==> config.mk <==
export PLATFORM = sky130hd
export DESIGN_NAME = keyWakeDetector
export DESIGN_NICKNAME = d
export VERILOG_FILES = /design/src/rtl/keyWakePkg.sv /design/src/rtl/keyWakeDatapath.sv /design/src/rtl/keyWakeControl.sv /design/src/rtl/keyWakeDetector.sv
export SDC_FILE = /design/constraint.sdc
export NUM_CORES = 1
export LEC_CHECK = 0
export ABC_CLOCK_PERIOD_IN_PS = 1500
export CAP_MARGIN = 5
export CORE_AREA = 2 2 39 41
export CTS_CLUSTER_DIAMETER = 40
export CTS_CLUSTER_SIZE = 14
export DETAILED_ROUTE_END_ITERATION = 12
export DIE_AREA = 0 0 41 43
export DONT_BUFFER_PORTS = 1
export GPL_ROUTABILITY_DRIVEN = 0
export PLACE_DENSITY = 0.67
export SLEW_MARGIN = 40
export SYNTH_ARGS = -nofsm -noshare
export SYNTH_HDL_FRONTEND = slang
export SYNTH_SLANG_ARGS = --single-unit
export TNS_END_PERCENT = 10
==> constraint.sdc <==
create_clock -name clk -period 1.5 [get_ports clk]
set_clock_uncertainty 0.1 [all_clocks]
set_input_delay 0.15 -clock clk [delete_from_list [all_inputs] [get_ports clk]]
set_output_delay 0.15 -clock clk [all_outputs]
set_load 0.01 [all_outputs]
==> src/rtl/keyWakePkg.sv <==
package keyWakePkg;
  // Strobes from the control section to the datapath.
  typedef struct packed {
    logic loadHistory;  // reload edge history, suppress edge this cycle
    logic edgeArm;      // edge detection allowed this cycle
  } dpStrobes_t;
endpackage

==> src/rtl/keyWakeDatapath.sv <==
module keyWakeDatapath
  import keyWakePkg::*;
#(
  parameter int NUM_KEYS    = 4,
  parameter int SYNC_STAGES = 2
) (
  input  logic                clk,
  input  logic                rstN,
  input  logic [NUM_KEYS-1:0] keyIn,
  input  logic [NUM_KEYS-1:0] dirBits,
  input  dpStrobes_t          strobes,
  output logic                combinedLevel,
  output logic                fallEdge
);
  logic [NUM_KEYS-1:0] syncKey;
  logic [NUM_KEYS-1:0] gatedKey;
  logic                histLevel;

  // Per-line synchroniser, idle-high reset value.
  for (genvar k = 0; k < NUM_KEYS; k++) begin : g_sync
    logic [SYNC_STAGES-1:0] chain;
    always_ff @(posedge clk or negedge rstN) begin
      if (!rstN) chain <= '1;
      else       chain <= {chain[SYNC_STAGES-2:0], keyIn[k]};
    end
    assign syncKey[k] = chain[SYNC_STAGES-1];
  end

  // Excluded lines are forced to the idle level before combining.
  assign gatedKey      = syncKey | dirBits;
  assign combinedLevel = &gatedKey;

  always_ff @(posedge clk or negedge rstN) begin
    if (!rstN) histLevel <= 1'b1;
    else       histLevel <= combinedLevel;
  end

  assign fallEdge = strobes.edgeArm & histLevel & ~combinedLevel;
endmodule

==> src/rtl/keyWakeControl.sv <==
module keyWakeControl
  import keyWakePkg::*;
#(
  parameter int NUM_KEYS    = 4,
  parameter int SYNC_STAGES = 2
) (
  input  logic                clk,
  input  logic                rstN,
  input  logic                dirWrEn,
  input  logic [NUM_KEYS-1:0] dirWrData,
  input  logic                clearPend,
  input  logic                fallEdge,
  output logic [NUM_KEYS-1:0] dirBits,
  output dpStrobes_t          strobes,
  output logic                pending,
  output logic                irqPulse
);
  localparam int SETTLE_INIT = SYNC_STAGES + 1;
  localparam int CNT_W       = $clog2(SETTLE_INIT + 1);
  localparam logic [CNT_W-1:0] SETTLE_VAL = CNT_W'(SETTLE_INIT);

  logic [CNT_W-1:0] settleCnt;
  logic             dirChangedQ;
  logic             dirChange;

  assign dirChange = dirWrEn && (dirWrData != dirBits);

  always_ff @(posedge clk or negedge rstN) begin
    if (!rstN) begin
      dirBits     <= '0;
      dirChangedQ <= 1'b0;
    end else begin
      if (dirWrEn) dirBits <= dirWrData;
      dirChangedQ <= dirChange;
    end
  end

  // After reset, hold history reload until the synchronisers carry real data.
  always_ff @(posedge clk or negedge rstN) begin
    if (!rstN)               settleCnt <= SETTLE_VAL;
    else if (settleCnt != 0) settleCnt <= settleCnt - 1'b1;
  end

  always_comb begin
    strobes.loadHistory = (settleCnt != 0) || dirChangedQ;
    strobes.edgeArm     = !strobes.loadHistory;
  end

  // Pending flag: set has priority over clear.
  always_ff @(posedge clk or negedge rstN) begin
    if (!rstN) begin
      pending  <= 1'b0;
      irqPulse <= 1'b0;
    end else begin
      irqPulse <= fallEdge;
      if (fallEdge)       pending <= 1'b1;
      else if (clearPend) pending <= 1'b0;
    end
  end
endmodule

==> src/rtl/keyWakeDetector.sv <==
module keyWakeDetector
  import keyWakePkg::*;
#(
  parameter int NUM_KEYS    = 4,
  parameter int SYNC_STAGES = 2
) (
  input  logic                clk,
  input  logic                rstN,
  input  logic [NUM_KEYS-1:0] keyIn,
  input  logic                dirWrEn,
  input  logic [NUM_KEYS-1:0] dirWrData,
  input  logic                pullUpCtrl,
  input  logic                clearPend,
  input  logic                lowPower,
  output logic                pullUpEn,
  output logic                irqPulse,
  output logic                pending,
  output logic                wakeUp
);
  logic [NUM_KEYS-1:0] dirBits;
  dpStrobes_t          strobes;
  logic                combinedLevel;
  logic                fallEdge;

  keyWakeDatapath #(.NUM_KEYS(NUM_KEYS), .SYNC_STAGES(SYNC_STAGES)) i_datapath (
    .clk(clk), .rstN(rstN), .keyIn(keyIn), .dirBits(dirBits),
    .strobes(strobes), .combinedLevel(combinedLevel), .fallEdge(fallEdge)
  );

  keyWakeControl #(.NUM_KEYS(NUM_KEYS), .SYNC_STAGES(SYNC_STAGES)) i_control (
    .clk(clk), .rstN(rstN), .dirWrEn(dirWrEn), .dirWrData(dirWrData),
    .clearPend(clearPend), .fallEdge(fallEdge), .dirBits(dirBits),
    .strobes(strobes), .pending(pending), .irqPulse(irqPulse)
  );

  // Combinational so it works with the core clock gated.
  assign wakeUp   = lowPower & pending;
  assign pullUpEn = pullUpCtrl;
endmodule

==> run summary, run 1 <==
The most used standard cell by instance count after synthesis is sky130_fd_sc_hd__dfstp_2. The worst hold path belongs to the class in2reg. The standard cell core area came out at around 0.0014 mm^2. The cell area power density came out at about 1100 mW/mm^2. The number of standard cells in the final layout excluding fillers is 72. The routed layout has 358 vias. The post-synth design cell area came out at roughly 650 um^2.

The number of clock buffers inserted by TritonCTS is 3. Setup repair after global routing left no endpoint under its margin. The sum of buffers and inverters on the critical path is 1.

The kind of cell adding the most delay to the critical path is flip-flops. The shortest period the worst path allows is between 1000 and 1500 ps. The fraction of final layout cells sized beyond drive strength 1 came out at between 30 and 40%. Synthesis produced a netlist with a net count of 56. The sink count of the clock tree is 18. The clock latency of the later-clocked register in the worst-skew pair came out at between 200 and 300 ps.

The largest total area in the synthesized netlist belongs to sky130_fd_sc_hd__dfstp_2. With fillers left out, the area of the finished cells amounts to around 800 um^2. The total wire length came out at about 930 um. The post-place instance area is 665.6 um^2.

The number of vias per cell came out at approximately 5.0. After synthesis, the share of flip-flops with an asynchronous set or reset is 100.0%. Yosys attributes the largest share of cell area to sky130_fd_sc_hd__dfstp_2 (44%), sky130_fd_sc_hd__dfrtp_1 (27%), sky130_fd_sc_hd__xor2_1 (5.4%), sky130_fd_sc_hd__mux2_2 (5.2%), sky130_fd_sc_hd__o32ai_2 (2.5%).

The total track usage came out at between 10% and 20%. The worst setup path is captured at a flip-flop. The H-tree level count is 1. The post-cts sizing count is 0.

The number of synthesized flops with an enable pin came out at 0. The worst setup path is launched from a flip-flop. The share of the Yosys chip area taken by registers is 71.07%.

The count of max-cap constraint violations is 0. STA puts the critical path data required time at ~1600 ps. The number of nets in the final layout came out at ~70. In this run the worst path has a maximum fanout of 3.

The overall overflow remaining after global route came out at 0. The run finished with clean final reports. The cell sitting at the root of the clock tree is a sky130_fd_sc_hd__clkbuf_4. TritonCTS built the clock tree.

The worst-case headroom to the max-slew limit came out at roughly 74%. Clock-pin slew was measured on the worst setup and hold paths at 90 ps. The antenna violation net count after detailed routing came out at 0. 18 I/O pins were placed. In this run the post-CTS setup repair buffer count came out at 0.

The floorplan die area came out at roughly 0.0018 mm^2. The initial antenna violation count is 0. The chip height came out at between 40 and 50 um. Compared with the post-synthesis result, the final layout area differs by 25.10%. The actual slew at the worst max-slew pin came out at roughly 380 ps. The final HPWL from detailed placement is ~650 um. The data arrival time of the critical path is between 1000 and 1500 ps. The number of different library cells used by synthesis comes to 17. After layout, the worst path uses between 80 and 90% of the clock period.

The row count is 14. In this run, synthesis produced a sequential element count of 18. The largest stage delay on the critical path came out at 550 ps.

During placement, the flow inserted port buffers numbering 0. The horizontal extent of the die came out at just over 40 um. Yosys printed 0 warnings. The critical path starts at i_control.settleCnt[0]. The worst hold path begins at dirWrData[2].

The detailed-route DRC error count is 0. The maximum vdd ir drop is between 0.6 and 0.7 mV. The initial cell density of the core is approximately 47%. The worst register-to-register path begins at i_control.settleCnt[0]. A synthesized cell averages between 15 and 20 um^2. The tightest hold path in the finished design has a slack of between 70 and 80 ps. The initial DRC count is 0. Ranked by instance count, the synthesized netlist is headed by sky130_fd_sc_hd__dfstp_2 (11), sky130_fd_sc_hd__dfrtp_1 (7), sky130_fd_sc_hd__xor2_1 (4). The critical path in this run is classified as reg2reg. The global-route wire length before repair came out at approximately 1500 um. The area occupied by multi-input gates is 170.2 um^2.

The fill cell instance count of the final layout is 110. The critical path goes through inv_1, ha_1, nand2_1, o32ai_2. The share of the core filled with cells in the final layout came out at about three fifths.

After technology mapping, the gate count stands at between 40 and 50. Among all stages on the critical path, the largest delay is contributed by sky130_fd_sc_hd__dfstp_2. The highest clock rate is about 0.80 GHz. The maximum count of clock buffers along a single path came out at 2. The number of global-route vias before repair came to roughly 360.

The total negative setup slack is 0 ps. The number of max-slew violations in the final report was 0. The post-detailed-route wirelength per cell came out at roughly 13 um. Setup violations remaining at the end of the flow were counted as 0.

Entering global routing, the biggest net connects 19 pins. The proportion of netlist area held by the largest area contributor came out at around 44%. 0 antenna diodes ended up in the layout. Once placement completed, the tool counted placed cells totaling 56.

The cell leakage power came out at roughly 0.34 nW. For this run, the leading register cell type out of synthesis is sky130_fd_sc_hd__dfstp_2. The total count of hold-check failures in the final report came to 0. The number of optimization iterations in the first detailed-route pass is 1.

The register area is 464.2 um^2.
cell families after synthesis:
kind of cell | synth area share [%]
xor gates and xnor gates | 6.705
and+or+nand+nor | 2.872
DFF | 71.07
buffers and inverters | 2.874
adders and majority gates | 1.915
AOI/OAI and AO/OA | 6.131
muxes | 8.429
registers in the layout, summed over array words and instances (netlist names):
signal                   count
i_control.irqPulse           1
i_control.dirChangedQ        1
i_control.pending            1
i_control.dirBits            4
i_datapath.histLevel         1
i_control.settleCnt          2
i_datapath.g_sync.chain      8
power breakdown:
group	internal (mW)	total, mW	switching (mW)
Combinational	0.0480	0.0847	0.0367
Clock	0.147	0.278	0.131
Sequential	0.530	0.553	0.0228
Total	0.726	0.916	0.190
layout by cell type (no fill, tap or decap), types with 2 or more instances in the layout:
| cell type | count |
|---|---|
| sky130_fd_sc_hd__dfstp_2 | 11 |
| sky130_fd_sc_hd__xor2_1 | 4 |
| sky130_fd_sc_hd__clkbuf_4 | 3 |
| sky130_fd_sc_hd__dfrtp_1 | 7 |
| sky130_fd_sc_hd__mux2_2 | 3 |
| sky130_fd_sc_hd__o22ai_1 | 2 |
| sky130_fd_sc_hd__dlygate4sd3_1 | 11 |
| sky130_fd_sc_hd__inv_1 | 3 |
area by class of cell:
cell class | count | share of cell area, %
clock buffer | 4 | 4.441
inverter | 3 | 1.378
sequential | 18 | 56.81
multi-input combinational | 19 | 20.83
tap | 16 | 2.450
timing repair buffer | 12 | 14.09
per-stage QoR:
| step | power, mW | setup slack (ps) |
|---|---|---|
| 2_1_floorplan | 0.6028 | 325.7 |
| 3_3_place_gp | 0.6069 | 305.1 |
| 3_5_place_dp | 0.6130 | 267.9 |
| 4_1_cts | 0.9302 | 254.5 |
| 5_1_grt | 0.9792 | 204.6 |
| 6_report | 0.9160 | 257.3 |
timing repair:
| item | CTS | global route |
|---|---|---|
| endpoints found under the setup margin | 0 | 0 |
| endpoints found under the hold margin | 28 | 18 |
| hold buffers | 11 | 1 |
path summary, 6_finish.rpt:
path                       cells past startpoint  slack, ps                       endpoint
setup / recovery                               4        260              i_control.pending
hold reg to reg                                0        260  i_datapath.g_sync[1].chain[1]
max in group asynchronous                      2        770  i_datapath.g_sync[3].chain[0]
hold / removal                                 2         80          i_control.dirChangedQ
setup reg to reg                               4        260              i_control.pending
min in group asynchronous                      2        210             i_control.irqPulse
layer usage:
metal  share of wire, %  track usage (%)
met1                 41            15.88
met2                 53            19.38
met3                4.9            6.283
met4                  0            8.000
met5                  0                0
No activity file was read; power rests on OpenSTA's default activity.
==> run 2, diff against run 1 <==
--- a/config.mk
+++ b/config.mk
@@ -5,7 +5,7 @@
 export SDC_FILE = /design/constraint.sdc
 export NUM_CORES = 1
 export LEC_CHECK = 0
-export ABC_CLOCK_PERIOD_IN_PS = 1500
+export ABC_CLOCK_PERIOD_IN_PS = 1200
 export CAP_MARGIN = 5
 export CORE_AREA = 2 2 39 41
 export CTS_CLUSTER_DIAMETER = 40
==> constraint.sdc (replaced) <==
create_clock -name clk -period 1.2 [get_ports clk]
set_clock_uncertainty 0.1 [all_clocks]
set_input_delay 0.12 -clock clk [delete_from_list [all_inputs] [get_ports clk]]
set_output_delay 0.12 -clock clk [all_outputs]
set_load 0.01 [all_outputs]
==> run 2 against run 1 <==
Largest cell class unchanged. Wire length increased by 11%. The flow now finishes with violations (setup timing). Non-clock buffer count increased by 1. Final cell count grew 1.4%. Sequential share of layout area down 1.4 points. Fmax increased by 3.5%. Die area is the same. Total power rose by 27%. Global-route usage is 1.1 points higher.
==> run summary, run 2 (same netlist as run 1, synthesis figures left out) <==
The standard cell core area came out at 0.001384 mm^2. The net count of the finished layout is 73. The register with the most flip-flops in the layout has 8 of them. The required time of the critical path came out at approximately 1300 ps.

The final reports fail on setup timing. Setup repair after global routing could not meet its margin everywhere. The horizontal extent of the die is 41 um. The number of placed instances, taps included, is between 50 and 60. The flow ran to the end, but the final reports show violations. The final layout contains routed wiring with a total length of between 1000 and 1500 um.

The sink count of the clock tree came out at 18. The detailed-route DRC error count came out at 0. Row generation in the floorplan step produced 14 rows. The chip height is roughly 43 um. Setup slack on the critical path of the routed design comes to -0.4100 ps.

The total I/O pin count came out at 18. The register name with the most flops is i_datapath.g_sync.chain. The number of max-slew violations in the final report is 0. The fill cell instance count of the final layout came out at slightly above 100. The vias after detailed routing came out at around 360. The library cells used most frequently in the layout, excluding fill and tap cells, are sky130_fd_sc_hd__dlygate4sd3_1 (11), sky130_fd_sc_hd__dfstp_2 (11), sky130_fd_sc_hd__dfrtp_1 (7). The number of input and output port buffers inserted is 0. The worst setup path is launched from a flip-flop. The total track usage is about 15%.

The initial cell density of the core came out at approximately 47%. For the pin with the worst max-slew slack, the measured transition is approximately 380 ps. The final HPWL from detailed placement came out at between 700 and 800 um. The number of optimization iterations in the first detailed-route pass came out at 2. The largest net degree at the start of global routing came out at 19. The floorplan die area came out at 0.001763 mm^2.

The worst setup path is captured at a flip-flop. The number of vias per cell came out at around 4.9. The overall overflow remaining after global route is 0. The maximum net fanout on the critical path came out at 3. In the final layout, the share of cells above drive strength 1 is 43.86%. The hold slack is about 42 ps.

The post-place instance area came out at just under 700 um^2. The share of the core filled with cells in the final layout came out at between 60% and 70%. TritonCTS built the clock tree.

The synthesis-to-layout area growth came out at 28.16%. The initial antenna violation count was 0. The number of clock buffers inserted by TritonCTS came out at 3.

The antenna violation net count after detailed routing came out at 0. The initial DRC count came out at 2. The antenna diode count came out at 0. Max-cap violations in this run came to 0. The clock root buffer master is sky130_fd_sc_hd__clkbuf_4. The first global-routing pass estimated about 1600 um of wire. For this design the static power due to leakage is about 0.35 nW. Derived from the worst setup path, the maximum achievable clock frequency is roughly 0.83 GHz. The worst hold path belongs to the class in2reg. In this run the deepest clock path goes through 2 buffers.

The data arrival time of the critical path came out at around 1300 ps. The total setup violations reported at the end of the flow is 1. The share of the clock period used by the worst path after layout is 100.0%.

The shortest period the worst path allows came out at 1200 ps. The H-tree level count is 1. The number of standard cells in the final layout excluding fillers came out at 73. The worst-case headroom to the max-slew limit is between 70% and 80%.

By startpoint and endpoint, the worst setup path is classified as reg2reg. The clock latency of the later-clocked register in the worst-skew pair is 290 ps. After routing the design area is approximately 840 um^2. The worst register-to-register path has a setup slack of -0.4 ps. The worst-case setup slack after placement came out at -30.82 ps. In this run the power density over the cells is 1392 mW/mm^2. The clock slew at the register clock pins of the worst setup and hold paths is 100 ps. The largest registers in the layout are i_datapath.g_sync.chain (8), i_control.dirBits (4), i_control.settleCnt (2). The total count of hold-check failures in the final report came out at 0. The maximum vdd ir drop came out at ~0.65 mV. The number of global-route vias before repair is 373. The post-detailed-route wirelength per cell came out at about 14 um.
-- run 2: worst max-delay path: stages (launching register included) --
cell and delay [ps]:
sky130_fd_sc_hd__dfrtp_1 420, sky130_fd_sc_hd__xor2_1 150, sky130_fd_sc_hd__o41a_1 410
-- run 2: cell type report --
type / count / area, um^2 / area share (%)
clock buffers: 4 / 36.28 / 4.335
repair buffers: 13 / 122.6 / 14.65
well taps: 16 / 20.02 / 2.392
flip-flops and latches: 18 / 464.2 / 55.46
multi-input cells: 19 / 182.7 / 21.82
inverters: 3 / 11.26 / 1.345
-- run 2: metal layers --
layer / wire length, um / GRT usage, % / vias up
li1: - / - / 171
met1: 417 / 16.07 / 176
met2: 557 / 23.13 / 12
met3: 56 / 3.665 / 0
met4: 0 / 10.00 / 0
met5: 0 / 0 / -
-- run 2: timing repair --
action,4_1_cts,5_1_grt
endpoints found under the hold margin,28,18
setup endpoints to repair,4,4
hold buffers,11,1
gates resized for setup,1,3
setup buffers,0,0
gates cloned,0,0
pin swaps,1,2
-- run 2: final timing paths --
| check | to | startpoint | cells past startpoint |
|---|---|---|---|
| max | i_control.dirChangedQ | i_control.dirBits[2] | 2 |
| min | i_control.dirChangedQ | dirWrData[0] | 2 |
| max reg2reg | i_control.dirChangedQ | i_control.dirBits[2] | 2 |
| min reg2reg | i_datapath.g_sync[2].chain[1] | i_datapath.g_sync[2].chain[0] | 0 |
| max in group asynchronous | i_control.settleCnt[1] | rstN | 2 |
| min in group asynchronous | i_control.dirBits[2] | rstN | 2 |
-- run 2: power by group --
part           internal [mW]  switching, mW  leakage, nW
logic                 0.0664         0.0498        0.127
registers              0.663         0.0311        0.200
clock network          0.185          0.171       0.0210
total                  0.914          0.251        0.349
-- run 2: per-stage QoR --
stage	TNS [ps]	total power, mW
floorplan	0	0.7535
global placement	0	0.7641
detailed placement	-60.28	0.7726
CTS	-12.89	1.173
global route	-47.91	1.226
finish	-0.4100	1.165
==> run 3, diff against run 2 <==
--- a/config.mk
+++ b/config.mk
@@ -8,6 +8,7 @@
 export ABC_CLOCK_PERIOD_IN_PS = 1200
 export CAP_MARGIN = 5
 export CORE_AREA = 2 2 39 41
+export CTS_BUF_LIST = sky130_fd_sc_hd__clkbuf_8
 export CTS_CLUSTER_DIAMETER = 40
 export CTS_CLUSTER_SIZE = 14
 export DETAILED_ROUTE_END_ITERATION = 12
==> run 3 against run 2 <==
Die area is the same. The flow still finishes with violations (setup timing). Worst hold slack gained 41 ps. Utilization grew 3.2 points.
==> run summary, run 3 (same netlist as run 1, synthesis figures left out) <==
The required time of the critical path came out at between 1000 and 1500 ps. In the layout the commonest cells are sky130_fd_sc_hd__dlygate4sd3_1 (11), sky130_fd_sc_hd__dfstp_2 (11), sky130_fd_sc_hd__dfrtp_1 (7). The number of standard cells in the final layout excluding fillers is 74. The sum of buffers and inverters on the critical path is 0.

The floorplan die area came out at between 0.0015 and 0.002 mm^2. For met3 alone, demand over resource in global routing was 4.712%. The largest registers in the layout are i_datapath.g_sync.chain (8), i_control.dirBits (4), i_control.settleCnt (2). The row count is 14. The number of input and output port buffers inserted is 0. The total wire length is about 1100 um. Global routing consumed, over all layers together, between 10% and 20% of the routing resources. The final HPWL from detailed placement came out at around 730 um. The initial cell density of the core is 47.20%. The initial DRC count is 0. The share of the clock period used by the worst path after layout came out at 100.6%.

The number of global-route vias before repair is 391. The clock passes through at most 2 buffers. The vias after detailed routing is approximately 360. The tree is rooted in a sky130_fd_sc_hd__clkbuf_8. The number of optimization iterations in the first detailed-route pass is 1. The cell area power density is around 1500 mW/mm^2. The number of clock buffers inserted by TritonCTS came out at 3. The total setup violations reported at the end of the flow is 1. Summed over all cells, the static leakage comes to approximately 0.37 nW.

The sort of element at the end of the critical path is a flip-flop. The worst hold path depth is 2. The final reports fail on setup timing.

The horizontal extent of the die is around 40 um. TritonCTS built the clock tree. The startpoint identified for the worst register-to-register timing path is i_control.dirBits[3]. The highest clock rate came out at just over 0.8 GHz.

The overall overflow remaining after global route came out at 0. Entering global routing, the biggest net connects 19 pins. The initial antenna violation count came out at 0. The run finished, with violations left.

The most critical setup path has its startpoint at i_control.dirBits[3]. At the pin with the least slew margin, the transition time is roughly 380 ps. The register with the most flip-flops in the final layout is i_datapath.g_sync.chain. The clock slew at the register clock pins of the worst setup and hold paths is 70 ps.

The synthesis-to-layout area growth came out at 34.87%. In this run the tightest slew margin relative to its limit is roughly three quarters. Among cell families on the critical path, the largest total delay comes from compound AO/OA/AOI/OAI gates.

The signal on the critical path passes through xor2_1, o41a_1. In this run the standard cell core region covers between 0.001 and 0.0015 mm^2. The data arrival time of the critical path is ~1200 ps. Of the cells placed in the final design, the portion with a size suffix greater than 1 is 46.55%.

In this run the number of cells on the critical path is 2. After the last flow step, the layout net total stands at 74. The worst hold path belongs to the class in2reg.

Setup slack on the critical path of the routed design comes to -7.174 ps. The clock latency of the later-clocked register in the worst-skew pair is between 200 and 300 ps. After layout, the minimum clock period comes to between 1000 and 1500 ps. Among all stages on the critical path, the largest delay is contributed by sky130_fd_sc_hd__o41a_1. After global routing, the most crowded layer is met2. The met2 capacity usage during global routing came out at roughly 25%. Setup total negative slack on the finished layout was measured at -7.174 ps.

For this run, the slowest stage of the critical path takes ~420 ps. The maximum vdd ir drop came out at 0.9237 mV. The flip-flop count of the largest register after layout came out at 8.

Clock tree synthesis found a total of 18 sinks. In this run the most critical hold path is launched from dirWrData[0]. The met1 usage in global routing came out at roughly 18%. Setup repair after global routing could not meet its margin everywhere. The detailed-route DRC error count came out at 0. The critical path launch point type is a flip-flop. In this run the vertical extent of the chip is ~43 um. The total I/O pin count came out at 18. In this run the worst path has a maximum fanout of 2.

The number of antenna diodes in the final layout is 0. The number of max-slew violations in the final report was 0. The total instance count after detailed placement came out at 57. The first global-routing pass estimated 1718 um of wire. The antenna violation net count after detailed routing came out at 0. In the final routed layout, each cell accounts on average for 15.22 um. The length in cells of the worst reg-to-reg path is 2. The H-tree level count came out at 1.

The worst setup path is of the reg2reg kind. The count of max-cap constraint violations is 0. The number of vias per cell is between 4 and 5.

The total count of hold-check failures in the final report came out at 0.
## run 3: path summary, 6_finish.rpt
kind / end / slack [ps]
max: i_control.dirChangedQ / -7
min: i_control.dirChangedQ / 80
max reg2reg: i_control.dirChangedQ / -7
min reg2reg: i_datapath.g_sync[2].chain[1] / 260
max in group asynchronous: i_control.settleCnt[0] / 460
min in group asynchronous: i_control.dirBits[3] / 220
## run 3: routing by layer
layer  wire (um)  vias up
met5           0        -
met4          10        0
met1         442      172
met3          51        2
met2         621       12
li1            -      170
## run 3: report_power, final
part	total (mW)	switching [mW]	internal, mW
combinational	0.116	0.0506	0.0659
clock	0.475	0.184	0.291
sequential	0.695	0.0315	0.664
## run 3: repair_timing
item,4_1_cts,5_1_grt
hold buffers,11,1
gates resized for setup,2,4
pin swaps,0,1
hold endpoints to repair,28,7
setup buffers,1,0
endpoints found under the setup margin,4,3
## run 3: worst reg2reg max path, delay by kind of cell (launching register included)
family | cells | cell delay (ps)
flip-flops | 1 | 390
AO/OA/AOI/OAI | 1 | 420
XOR/XNOR | 1 | 170
## run 3: through the flow
step / hold WS, ps / area (um^2) / power [mW] / setup WS [ps] / utilization, %
6_report: 82.98 / 880.8 / 1.286 / -7.174 / 63.65
5_1_grt: 111.3 / 880.8 / 1.348 / -24.79 / 63.65
2_1_floorplan: -275.6 / 653.1 / 0.7535 / 25.73 / -
4_1_cts: 78.17 / 855.8 / 1.285 / -3.701 / 61.84
3_3_place_gp: -275.2 / 673.1 / 0.7641 / 14.15 / 48.64
3_5_place_dp: -275.1 / 673.1 / 0.7726 / -30.82 / 48.64
## run 3: cell type report
class                      instances  area, um^2
fill                              96       503.0
sequential                        18       464.2
multi-input combinational         19       200.2
timing repair buffer              14       130.1
clock buffer                       4       55.05
tap                               16       20.02
inverter                           3       11.26
